**config.mk**
```make
export PLATFORM = sky130hd
export DESIGN_NAME = irq_prio_select
export DESIGN_NICKNAME = d
export VERILOG_FILES = /design/src/rtl/irq_sel_pkg.sv /design/src/rtl/irq_sel_prienc.sv /design/src/rtl/irq_sel_ctrl.sv /design/src/rtl/irq_sel_dp.sv /design/src/rtl/irq_prio_select.sv
export SDC_FILE = /design/constraint.sdc
export NUM_CORES = 1
export LEC_CHECK = 0
export ABC_AREA = 1
export CAP_MARGIN = 20
export CORE_UTILIZATION = 34
export CTS_CLUSTER_SIZE = 16
export DETAILED_ROUTE_END_ITERATION = 8
export PLACE_DENSITY = 0.76
export SLEW_MARGIN = 20
export SYNTH_ARGS = -nofsm -noshare
export SYNTH_HDL_FRONTEND = slang
export SYNTH_SLANG_ARGS = --single-unit
```
**constraint.sdc**
```tcl
create_clock -name clk -period 1.54 [get_ports clk]
set_input_delay 0.308 -clock clk [delete_from_list [all_inputs] [get_ports clk]]
set_output_delay 0.308 -clock clk [all_outputs]
set_load 0.02 [all_outputs]
```
**src/rtl/irq_sel_pkg.sv**
```systemverilog
package irq_sel_pkg;
  localparam int VEC_W     = 32;
  localparam int ID_W      = $clog2(VEC_W);
  localparam int NMI_ID    = 31;
  localparam int FAST_BASE = 16;
  localparam int EXT_ID    = 11;
  localparam int TMR_ID    = 7;
  localparam int SW_ID     = 3;

  // strobes from control to datapath for the sticky non-maskable bit
  typedef struct packed {
    logic setNmi;
    logic clrNmi;
  } nmiStrobe_t;

  // positions of the vector that belong to a real source
  function automatic logic [VEC_W-1:0] usedMask(int nFast);
    logic [VEC_W-1:0] m;
    m = '0;
    for (int n = 0; n < nFast; n++) m[FAST_BASE+n] = 1'b1;
    m[NMI_ID] = 1'b1;
    m[EXT_ID] = 1'b1;
    m[TMR_ID] = 1'b1;
    m[SW_ID]  = 1'b1;
    return m;
  endfunction
endpackage

```
**src/rtl/irq_sel_prienc.sv**
```systemverilog
module irq_sel_prienc #(
  parameter int W = 32,
  localparam int IDX_W = $clog2(W)
) (
  input  logic [W-1:0]     vec,
  output logic             anySet,
  output logic [IDX_W-1:0] topIdx
);
  // scan upward so the highest set bit is the last one written
  always_comb begin
    topIdx = '0;
    for (int i = 0; i < W; i++) begin
      if (vec[i]) topIdx = IDX_W'(i);
    end
  end

  assign anySet = |vec;
endmodule

```
**src/rtl/irq_sel_ctrl.sv**
```systemverilog
module irq_sel_ctrl
  import irq_sel_pkg::*;
(
  input  logic            nmiIn,
  input  logic            nmiLast,
  input  logic            ack,
  input  logic            selValid,
  input  logic [ID_W-1:0] selId,
  output nmiStrobe_t      strobe
);
  always_comb begin
    strobe.setNmi = nmiIn & ~nmiLast;
    strobe.clrNmi = ack & selValid & (selId == ID_W'(NMI_ID));
  end
endmodule

```
**src/rtl/irq_sel_dp.sv**
```systemverilog
module irq_sel_dp
  import irq_sel_pkg::*;
#(
  parameter int NUM_FAST = 15
) (
  input  logic                clk,
  input  logic                rstN,
  input  logic                nmiIn,
  input  logic [NUM_FAST-1:0] fastIn,
  input  logic                extIn,
  input  logic                tmrIn,
  input  logic                swIn,
  input  logic                gieIn,
  input  logic [VEC_W-1:0]    enIn,
  input  nmiStrobe_t          strobe,
  output logic                nmiLast,
  output logic [VEC_W-1:0]    eligible,
  output logic [VEC_W-1:0]    pendRaw
);
  localparam logic [VEC_W-1:0] USED    = usedMask(NUM_FAST);
  localparam logic [VEC_W-1:0] NMI_BIT = VEC_W'(1) << NMI_ID;

  logic [VEC_W-1:0] fastMap;
  logic [VEC_W-1:0] rawMap;
  logic [VEC_W-1:0] reqReg;
  logic [VEC_W-1:0] enReg;
  logic             gieReg;
  logic             nmiPend;

  // place each fast line at its own cause position
  for (genvar n = 0; n < VEC_W; n++) begin : g_fastMap
    if (n >= FAST_BASE && n < FAST_BASE + NUM_FAST) begin : g_line
      assign fastMap[n] = fastIn[n-FAST_BASE];
    end else begin : g_hole
      assign fastMap[n] = 1'b0;
    end
  end

  always_comb begin
    rawMap         = fastMap;
    rawMap[EXT_ID] = extIn;
    rawMap[TMR_ID] = tmrIn;
    rawMap[SW_ID]  = swIn;
  end

  always_ff @(posedge clk) begin
    if (!rstN) begin
      reqReg  <= '0;
      enReg   <= '0;
      gieReg  <= 1'b0;
      nmiLast <= 1'b0;
      nmiPend <= 1'b0;
    end else begin
      reqReg  <= rawMap;
      enReg   <= enIn & USED & ~NMI_BIT;
      gieReg  <= gieIn;
      nmiLast <= nmiIn;
      if (strobe.setNmi)      nmiPend <= 1'b1;
      else if (strobe.clrNmi) nmiPend <= 1'b0;
    end
  end

  assign eligible = (reqReg & enReg & {VEC_W{gieReg}}) | (nmiPend ? NMI_BIT : '0);
  assign pendRaw  = reqReg | (nmiPend ? NMI_BIT : '0);
endmodule

```
**src/rtl/irq_prio_select.sv**
```systemverilog
module irq_prio_select
  import irq_sel_pkg::*;
#(
  parameter int NUM_FAST = 15
) (
  input  logic                clk,
  input  logic                rstN,
  input  logic                nmiReq,
  input  logic [NUM_FAST-1:0] fastReq,
  input  logic                extReq,
  input  logic                timerReq,
  input  logic                softReq,
  input  logic                globalEn,
  input  logic [VEC_W-1:0]    srcEn,
  input  logic                ack,
  output logic                irqValid,
  output logic [ID_W-1:0]     irqId,
  output logic [VEC_W-1:0]    pendVec
);
  nmiStrobe_t       strobe;
  logic             nmiLast;
  logic [VEC_W-1:0] eligible;

  irq_sel_dp #(.NUM_FAST(NUM_FAST)) u_dp (
    .clk      (clk),
    .rstN     (rstN),
    .nmiIn    (nmiReq),
    .fastIn   (fastReq),
    .extIn    (extReq),
    .tmrIn    (timerReq),
    .swIn     (softReq),
    .gieIn    (globalEn),
    .enIn     (srcEn),
    .strobe   (strobe),
    .nmiLast  (nmiLast),
    .eligible (eligible),
    .pendRaw  (pendVec)
  );

  irq_sel_prienc #(.W(VEC_W)) u_enc (
    .vec    (eligible),
    .anySet (irqValid),
    .topIdx (irqId)
  );

  irq_sel_ctrl u_ctrl (
    .nmiIn    (nmiReq),
    .nmiLast  (nmiLast),
    .ack      (ack),
    .selValid (irqValid),
    .selId    (irqId),
    .strobe   (strobe)
  );
endmodule

```
Word level (Yosys, flattened, before mapping)
Index checks and enable logic that the tools add are counted.
{ "classes": {"n_eq_ne": 1, "reduce_logical": 2, "bitwise": 8, "n_mux": 34} }
{ "op_table": {"columns": ["operator", "n"], "rows": [
  ["two-way mux 5 bit", 16],
  ["AND 32 bit", 2],
  ["OR 32 bit", 2],
  ["two-way mux 32 bit", 1],
  ["two-way mux 4 bit", 8],
  ["OR reduction 32 bit", 1],
  ["two-way mux 3 bit", 4],
  ["equality test 5 bit (second input constant)", 1],
  ["two-way mux 2 bit", 2],
  ["AND 1 bit", 3],
  ["two-way mux 1 bit", 3],
  ["nonzero test 2 bit", 1],
  ["NOT 1 bit", 1]
]} }
{ "word_totals": {"regBits": 67, "in_bits": 55} }

Longest topological paths before layout
Gate-level depths: netlist of the first run.
{ "logic_depth": {"depth_word": 38, "ltp_mapped": 19, "ltp_nobuf": 18} }

Hierarchy
A second synthesis of the first run with hierarchy kept.
{ "unflattened": {"cells_unflattened": 306, "area_unflattened_um2": 1939.4} }
{ "by_module_without_submodules": {"columns": ["mod", "area_each_um2", "n_inst", "seq_area_each_um2", "cells_per_inst"], "rows": [
  ["irq_sel_dp", 1472.7, 1, 780.7, 191],
  ["irq_sel_prienc", 429.2, 1, 0.0, 106],
  ["irq_sel_ctrl", 37.5, 1, 0.0, 9]
]} }

Least setup slack after synthesis of the first run
Ideal clock, no wire load.
{ "synth_timing": {"path_kind": "register to output", "from": "reg u_dp.gieReg", "to": "out irqValid", "path_slack_ns": -0.283, "required_time_ns": 1.232, "path_stages_with_launch": 8, "arrival_ns": 1.515, "path_buffers": 2, "cell_sequence": "dfxtp_1 > buf_6 > buf_12 > nand3_2 > nand2_1 > nor4_2 > nand2_1 > or2_1"} }
{ "synth_via": {"elab_chain_len": 3} }
{ "synth_lines": {"columns": ["element", "line", "source"], "rows": [
  ["start, declared", "irq_sel_dp.sv:27", "logic gieReg;"],
  ["start signal, assigned", "irq_sel_dp.sv:56", "gieReg <= gieIn;"],
  ["AND 32 bit", "irq_sel_dp.sv:63", "assign eligible = (reqReg & enReg & {VEC_W{gieReg}}) | (nmiPend ? NMI_BIT : '0);"],
  ["OR 32 bit", "irq_sel_dp.sv:63", null],
  ["OR reduction 32 bit", "irq_sel_prienc.sv:17", "assign anySet = |vec;"],
  ["end, declared", "irq_prio_select.sv:16", "output logic irqValid,"]
]} }
Every way passes these cells.

Final worst setup path of the first run
{ "layout_timing": {"from": "reg u_dp.gieReg", "to": "out irqId[2]"} }
{ "layout_via": {"elab_chain_len": 30} }
{ "layout_lines": {"columns": ["element", "line", "source"], "rows": [
  ["AND 32 bit *", "irq_sel_dp.sv:63", null],
  ["OR 32 bit *", "irq_sel_dp.sv:63", null],
  ["two-way mux 3 bit (4 in series)", "irq_sel_prienc.sv:13", "if (vec[i]) topIdx = IDX_W'(i);"],
  ["two-way mux 4 bit (8 in series)", "irq_sel_prienc.sv:13", null],
  ["two-way mux 5 bit (15 in series)", "irq_sel_prienc.sv:13", null],
  ["two-way mux 5 bit *", "irq_sel_prienc.sv:13", null],
  ["end, declared", "irq_prio_select.sv:17", "output logic [ID_W-1:0] irqId,"]
]} }
Mark *: on every way between the ends. The rest lies on a longest branch, timed or not.

==> run metrics, run 1 <==
Routed Antenna Nets 0; Syn Area/Cell 8.00 um2; f_max 0.467 GHz; total vias in the final route 1,436; fin nets 349; CTS Sinks 39; CTS Hold Bufs 0; dpl ws -0.758 ns; most frequent cells in the layout nand2_1 (58), inv_1 (42), clkdlybuf4s50_1 (40); P&R area growth vs syn 66.5%; IO Count 93; dpl cells 337; Power Total 2.21 mW; worst min path class reg2reg; Seq/Total Area, Yosys 49.0%; vias in the first global route 1,387; post-synth top area share 49.0%; area leader, netlist dfxtp_1; initial core utilization 36.1%; initial antenna violation count 0; Clock transition at path regs 0.07 ns; global-route wire length before repair 6070 um; Reg2Reg Depth 7; final setup margin -0.600 ns; clock latency on the worst-skew pair 0.28 ns; Die ar. 4960 um2; Clock Path Buffers 2; CTS H-tree lvls 2; synth top area cells dfxtp_1 (49%), nand2_1 (15%), inv_1 (9.9%); Remaining Overflow, GRT 0; die height 70.4 um; CTS Root Cell clkbuf_8; Syn Std Cell Area 1590 um2; kind of critical path reg2out; Total Routed Length 3520 um; clk_skew 0.000907 ns; drt wl/cell 10.1 um; vias per inst 4.14; Max-Cap Viols 0; Cell variety after synth 21; maximum VDD drop 0.000499 V; DRC 0; P_leak 1.47 nW; clock buffer count from CTS 5; routability cong. 0.824; core area 4410 um2; final std cells w/o fill 347; largest net degree at the start of global routing 26; #FFs+latches synth 39; post-detail-place hpwl 2810 um; crit share post-route 139%; Setup-failing EPs final 6; status complete, but fails checks; cell depth of the worst hold path 1; Gate Count Post-Synth 199; failing checks negative setup slack; critical-path maximum fanout 6; required time of the critical path 1.23 ns; Power per Cell Area 833 nW/um2; RSZ-0062 raised after global routing yes; drt initial violations 24; Port Buffers 65; Rows 24; crit path launch type flop; share of cells above drive strength 1 25.1%; Die Span X 70.4 um; Hold Vio Cnt, Final 0; TritonRoute pass-1 iters 4; critical path data arrival time 1.83 ns; CTS tree yes; Overall Global Routing Usage 15.6%; leading cell type in the layout, fill and taps excluded nand2_1; CP Capture Type output port; diode count 0; fin. max-slew vios 0; Warnings, synthesis 0; minimum clock period 2.14 ns
## area by class of cell
| cell class | instances | area (um2) |
|---|---|---|
| clock buffer | 7 | 76.3 |
| clock inverter | 1 | 5.00 |
| fill | 406 | 1760 |
| inverter | 42 | 158 |
| multi-input combinational | 110 | 678 |
| sequential | 39 | 786 |
| tap | 52 | 65.1 |
| timing repair buffer | 96 | 885 |
## state kept, by name (all words and copies together), names as in the netlist
register,count
u_dp.enReg,18
u_dp.nmiLast,1
u_dp.reqReg,18
u_dp.nmiPend,1
u_dp.gieReg,1
## where the power goes
| group | switching (mW) | internal [mW] | total (mW) |
|---|---|---|---|
| Combinational | 0.223 | 0.240 | 0.463 |
| Sequential | 0.0376 | 1.07 | 1.10 |
| Clock | 0.324 | 0.317 | 0.641 |
| Total | 0.584 | 1.62 | 2.21 |
## routing by layer
metal	vias to the layer above	track usage, %	part of all wire (%)
met5	-	0	0
met4	0	6.00	1.4
met3	4	4.47	5.8
met2	46	26.9	51
met1	635	18.2	42
li1	751	-	-
## cells in the mapped netlist
master,instances
o21ai_0,2
o21ai_1,1
a31o_1,1
a31oi_1,1
nor4_2,1
nand3_1,9
buf_6,1
buf_12,1
buf_4,14
or2_1,1
nand3_2,10
buf_1,1
clkbuf_1,3
nand4_1,1
dfxtp_1,39
inv_1,42
nand3_4,2
nand2_1,64
o311ai_1,1
conb_1,1
nor3_1,3
## critical path: stages (launching register included)
cell	delay, ns
dfxtp_2	0.35
buf_6	0.13
buf_6	0.13
nand3_2	0.09
nand2_1	0.15
buf_4	0.13
nor3_1	0.04
o311ai_1	0.30
buf_2	0.23
## path summary, 6_finish.rpt
check	start	end	slack, ns
worst max register to register	u_dp.gieReg$_SDFF_PN0_	u_dp.nmiPend$_SDFFE_PN0P_	0.31
worst max-delay path	u_dp.gieReg$_SDFF_PN0_	irqId[2]	-0.60
worst min-delay path	u_dp.nmiLast$_SDFF_PN0_	u_dp.nmiPend$_SDFFE_PN0P_	0.43
worst min register to register	u_dp.nmiLast$_SDFF_PN0_	u_dp.nmiPend$_SDFFE_PN0P_	0.43
## metrics by stage
step | TNS [ns] | utilization (%) | area (um2) | hold slack (ns)
global placement | -3.82 | 56.1 | 2480 | 0.406
detailed placement | -4.05 | 56.1 | 2480 | 0.432
CTS | -2.77 | 59.2 | 2610 | 0.432
finish | -2.90 | 60.1 | 2650 | 0.430
global route | -3.58 | 60.1 | 2650 | 0.469
floorplan | -0.500 | - | 1700 | 0.399
## kinds of logic (layout without fill, tap and decap cells)
| family | after synthesis | in the layout | share of synthesized area (%) |
|---|---|---|---|
| flip-flops | 39 | 39 | 49.0 |
| AND/OR/NAND/NOR | 91 | 91 | 28.9 |
| AO/OA/AOI/OAI | 6 | 6 | 2.44 |
| other | 1 | 13 | 0.235 |
| buffers and inverters | 62 | 146 | 19.4 |
## what timing repair did
item                                   4_1_cts  5_1_grt
pin swaps                                    8        5
endpoints found under the hold margin        0        0
gates resized for setup                     69        5
setup endpoints to repair                   24        6
gates cloned                                 0        0
setup buffers                                0        2
Note: power is estimated with default switching activity, not from simulation.
==> run 2, diff against run 1 <==
Settings changed: CAP_MARGIN 20 to not set.
==> results of run 2 <==
Final layout, timing and power as in run 1 (identical DEF).
==> run 3, diff against run 2 <==
==> constraint.sdc (replaced) <==
create_clock -name clk -period 1.54 [get_ports clk]
set_input_delay 0.308 -clock clk [delete_from_list [all_inputs] [get_ports clk]]
set_output_delay 0.308 -clock clk [all_outputs]
set_load 0.005 [all_outputs]
==> run 3 against run 2 <==
  * The flow still finishes with violations (negative setup slack)
  * Non-clock buffer count increased by 11
  * Clock skew increased by 0.0084 ns
  * Sequential cell count unchanged
  * Fmax decreased by 1.2%
  * Clock power increased by 27%
  * Sequential share of layout area decreased by 1.5 points
  * Combinational power decreased by 13%
  * Via count increased by 5.0%
  * Cell count increased by 2.9%
  * Largest cell class unchanged
==> run metrics, run 3 (synthesized netlist as in run 1, its figures left out) <==
crit path launch type flop; dpl ws -0.754 ns (+0.00408 ns); total vias in the final route 1,508 (+5.0%); CP startpoint u_dp.gieReg$_SDFF_PN0_; Worst Path Buf+Inv 2 (-2); crit-path most repeated cell nand2_1; met3 Resource Use GR 4.47% (unchanged); Routed Antenna Nets 0 (unchanged); worst r2r src u_dp.gieReg$_SDFF_PN0_; grt met1 use 17.5% (-0.70 points); minimum clock period 2.17 ns (+0.0257 ns); GR peak layer met2; clock buffer count from CTS 5 (unchanged); TritonRoute pass-1 iters 4 (unchanged); worst min path class reg2reg; CTS tree yes; Power per Cell Area 824 nW/um2 (-1.1%); f_max 0.462 GHz (-1.2%); failing checks negative setup slack; Total Routed Length 3960 um (+13%); status complete, but fails checks; Slowest-stage cell, CP dfxtp_4; Remaining Overflow, GRT 0 (unchanged); CTS Sinks 39 (unchanged); fin nets 360 (+3.2%); most frequent cells in the layout nand2_1 (58), clkdlybuf4s50_1 (53), inv_1 (42); die height 70.4 um (unchanged); Crit path max-delay family simple AND/OR/NAND/NOR gates; diode count 0 (unchanged); Clock transition at path regs 0.08 ns (about the same); required time of the critical path 1.23 ns (about the same); crit share post-route 141% (+1.7 points); GR Util met2 29.8% (+3.0 points); cell depth of the worst hold path 1 (unchanged); Fin Setup TNS -3.14 ns (-0.241 ns); worst-path cell chain buf_6 -> nand3_4 -> nand3_4 -> nand2_1 -> nand2_1 -> nand2_1 -> nand2_1 -> nand2_1 -> nand2_1 -> nand2_1 -> nand2_1 -> nand2_1 -> nand2_1 -> nand2_1 -> nand2_1 -> nand2_1 -> nand2_1 -> nand2_1 -> nand2_1 -> buf_2; kind of critical path reg2out; maximum VDD drop 0.000559 V (+12%); leading cell type in the layout, fill and taps excluded nand2_1; Worst Hold Launch u_dp.nmiLast$_SDFF_PN0_; Worst path depth 20 (+12); largest net degree at the start of global routing 40 (+54%); Die ar. 4960 um2 (unchanged); Port Buffers 65 (unchanged); drt initial violations 40 (+67%); biggest regs u_dp.enReg x18, u_dp.reqReg x18; Hold Vio Cnt, Final 0 (unchanged); Overall Global Routing Usage 16.3% (+0.67 points); CTS Root Cell clkbuf_8; IO Count 93 (unchanged); critical path's largest stage delay 0.36 ns (about the same); final setup margin -0.626 ns (-0.0257 ns); clk_skew 0.00935 ns (+0.00844 ns); initial core utilization 36.1% (unchanged); Die Span X 70.4 um (unchanged); vias in the first global route 1,472 (+6.1%); critical path data arrival time 1.86 ns (+0.03 ns); routability cong. 0.775 (-6.1%); Max-Cap Viols 0 (unchanged); core area 4410 um2 (unchanged); vias per inst 4.22 (+2.1%); clock latency on the worst-skew pair 0.29 ns (about the same); Rows 24 (unchanged); CTS H-tree lvls 2 (unchanged); global-route wire length before repair 6330 um (+4.4%); DRC 0 (unchanged); initial antenna violation count 0 (unchanged); fin. max-slew vios 0 (unchanged); Clock Path Buffers 2 (unchanged); critical-path maximum fanout 4 (-2); drt wl/cell 11.1 um (+9.4%); P&R area growth vs syn 77.5%; post-detail-place hpwl 2730 um (-2.9%); share of cells above drive strength 1 30.2% (+5.1 points); Reg2Reg Depth 7 (unchanged); P_leak 1.52 nW (+3.0%); RSZ-0062 raised after global routing yes; CP Capture Type output port; Setup-failing EPs final 7 (+1)
run 3: timing repair:
action | in CTS | in global routing
endpoints found under the setup margin | 11 | 12
pin swaps | 11 | 16
gates resized for setup | 57 | 25
buffers inserted | 6 | 10
gates cloned | 0 | 0
endpoints found under the hold margin | 0 | 0
hold buffers | 0 | 0
run 3: metrics by stage:
| step | hold slack [ns] | power (mW) | instances | utilization [%] | area (um2) |
|---|---|---|---|---|---|
| CTS | 0.438 | 2.32 | 349 | 60.2 | 2660 |
| finish | 0.433 | 2.33 | 357 | 64.0 | 2830 |
| global route | 0.463 | 2.44 | 357 | 64.0 | 2830 |
| detailed placement | 0.429 | 1.50 | 336 | 54.9 | 2420 |
| floorplan | 0.399 | 1.26 | 211 | - | 1640 |
| global placement | 0.402 | 1.49 | 336 | 54.9 | 2420 |
run 3: worst paths after layout:
kind	to	slack, ns
worst max-delay path	irqId[0]	-0.63
worst min-delay path	u_dp.nmiPend$_SDFFE_PN0P_	0.43
worst max register to register	u_dp.nmiPend$_SDFFE_PN0P_	0.29
worst min register to register	u_dp.nmiPend$_SDFFE_PN0P_	0.43
run 3: cell type report:
cell class                      instances  area (um2)
Sequential cell                        39         796
Tap cell                               52        65.1
Inverter                               42         158
Fill cell                             369        1590
Timing Repair Buffer                  107         988
Multi-Input combinational cell        110         717
Clock inverter                          1        30.0
Clock buffer                            6        72.6
run 3: routing by layer:
metal / vias up / part of all wire (%)
met5: - / 0
met4: 0 / 3.2
met3: 13 / 4.5
met2: 50 / 55
met1: 672 / 37
li1: 773 / -
run 3: where the power goes:
| part | switching [mW] | total (mW) | leakage [nW] | internal, mW |
|---|---|---|---|---|
| Clock | 0.338 | 0.813 | 0.0513 | 0.475 |
| Combinational | 0.151 | 0.403 | 1.14 | 0.252 |
| Sequential | 0.0458 | 1.11 | 0.328 | 1.07 |
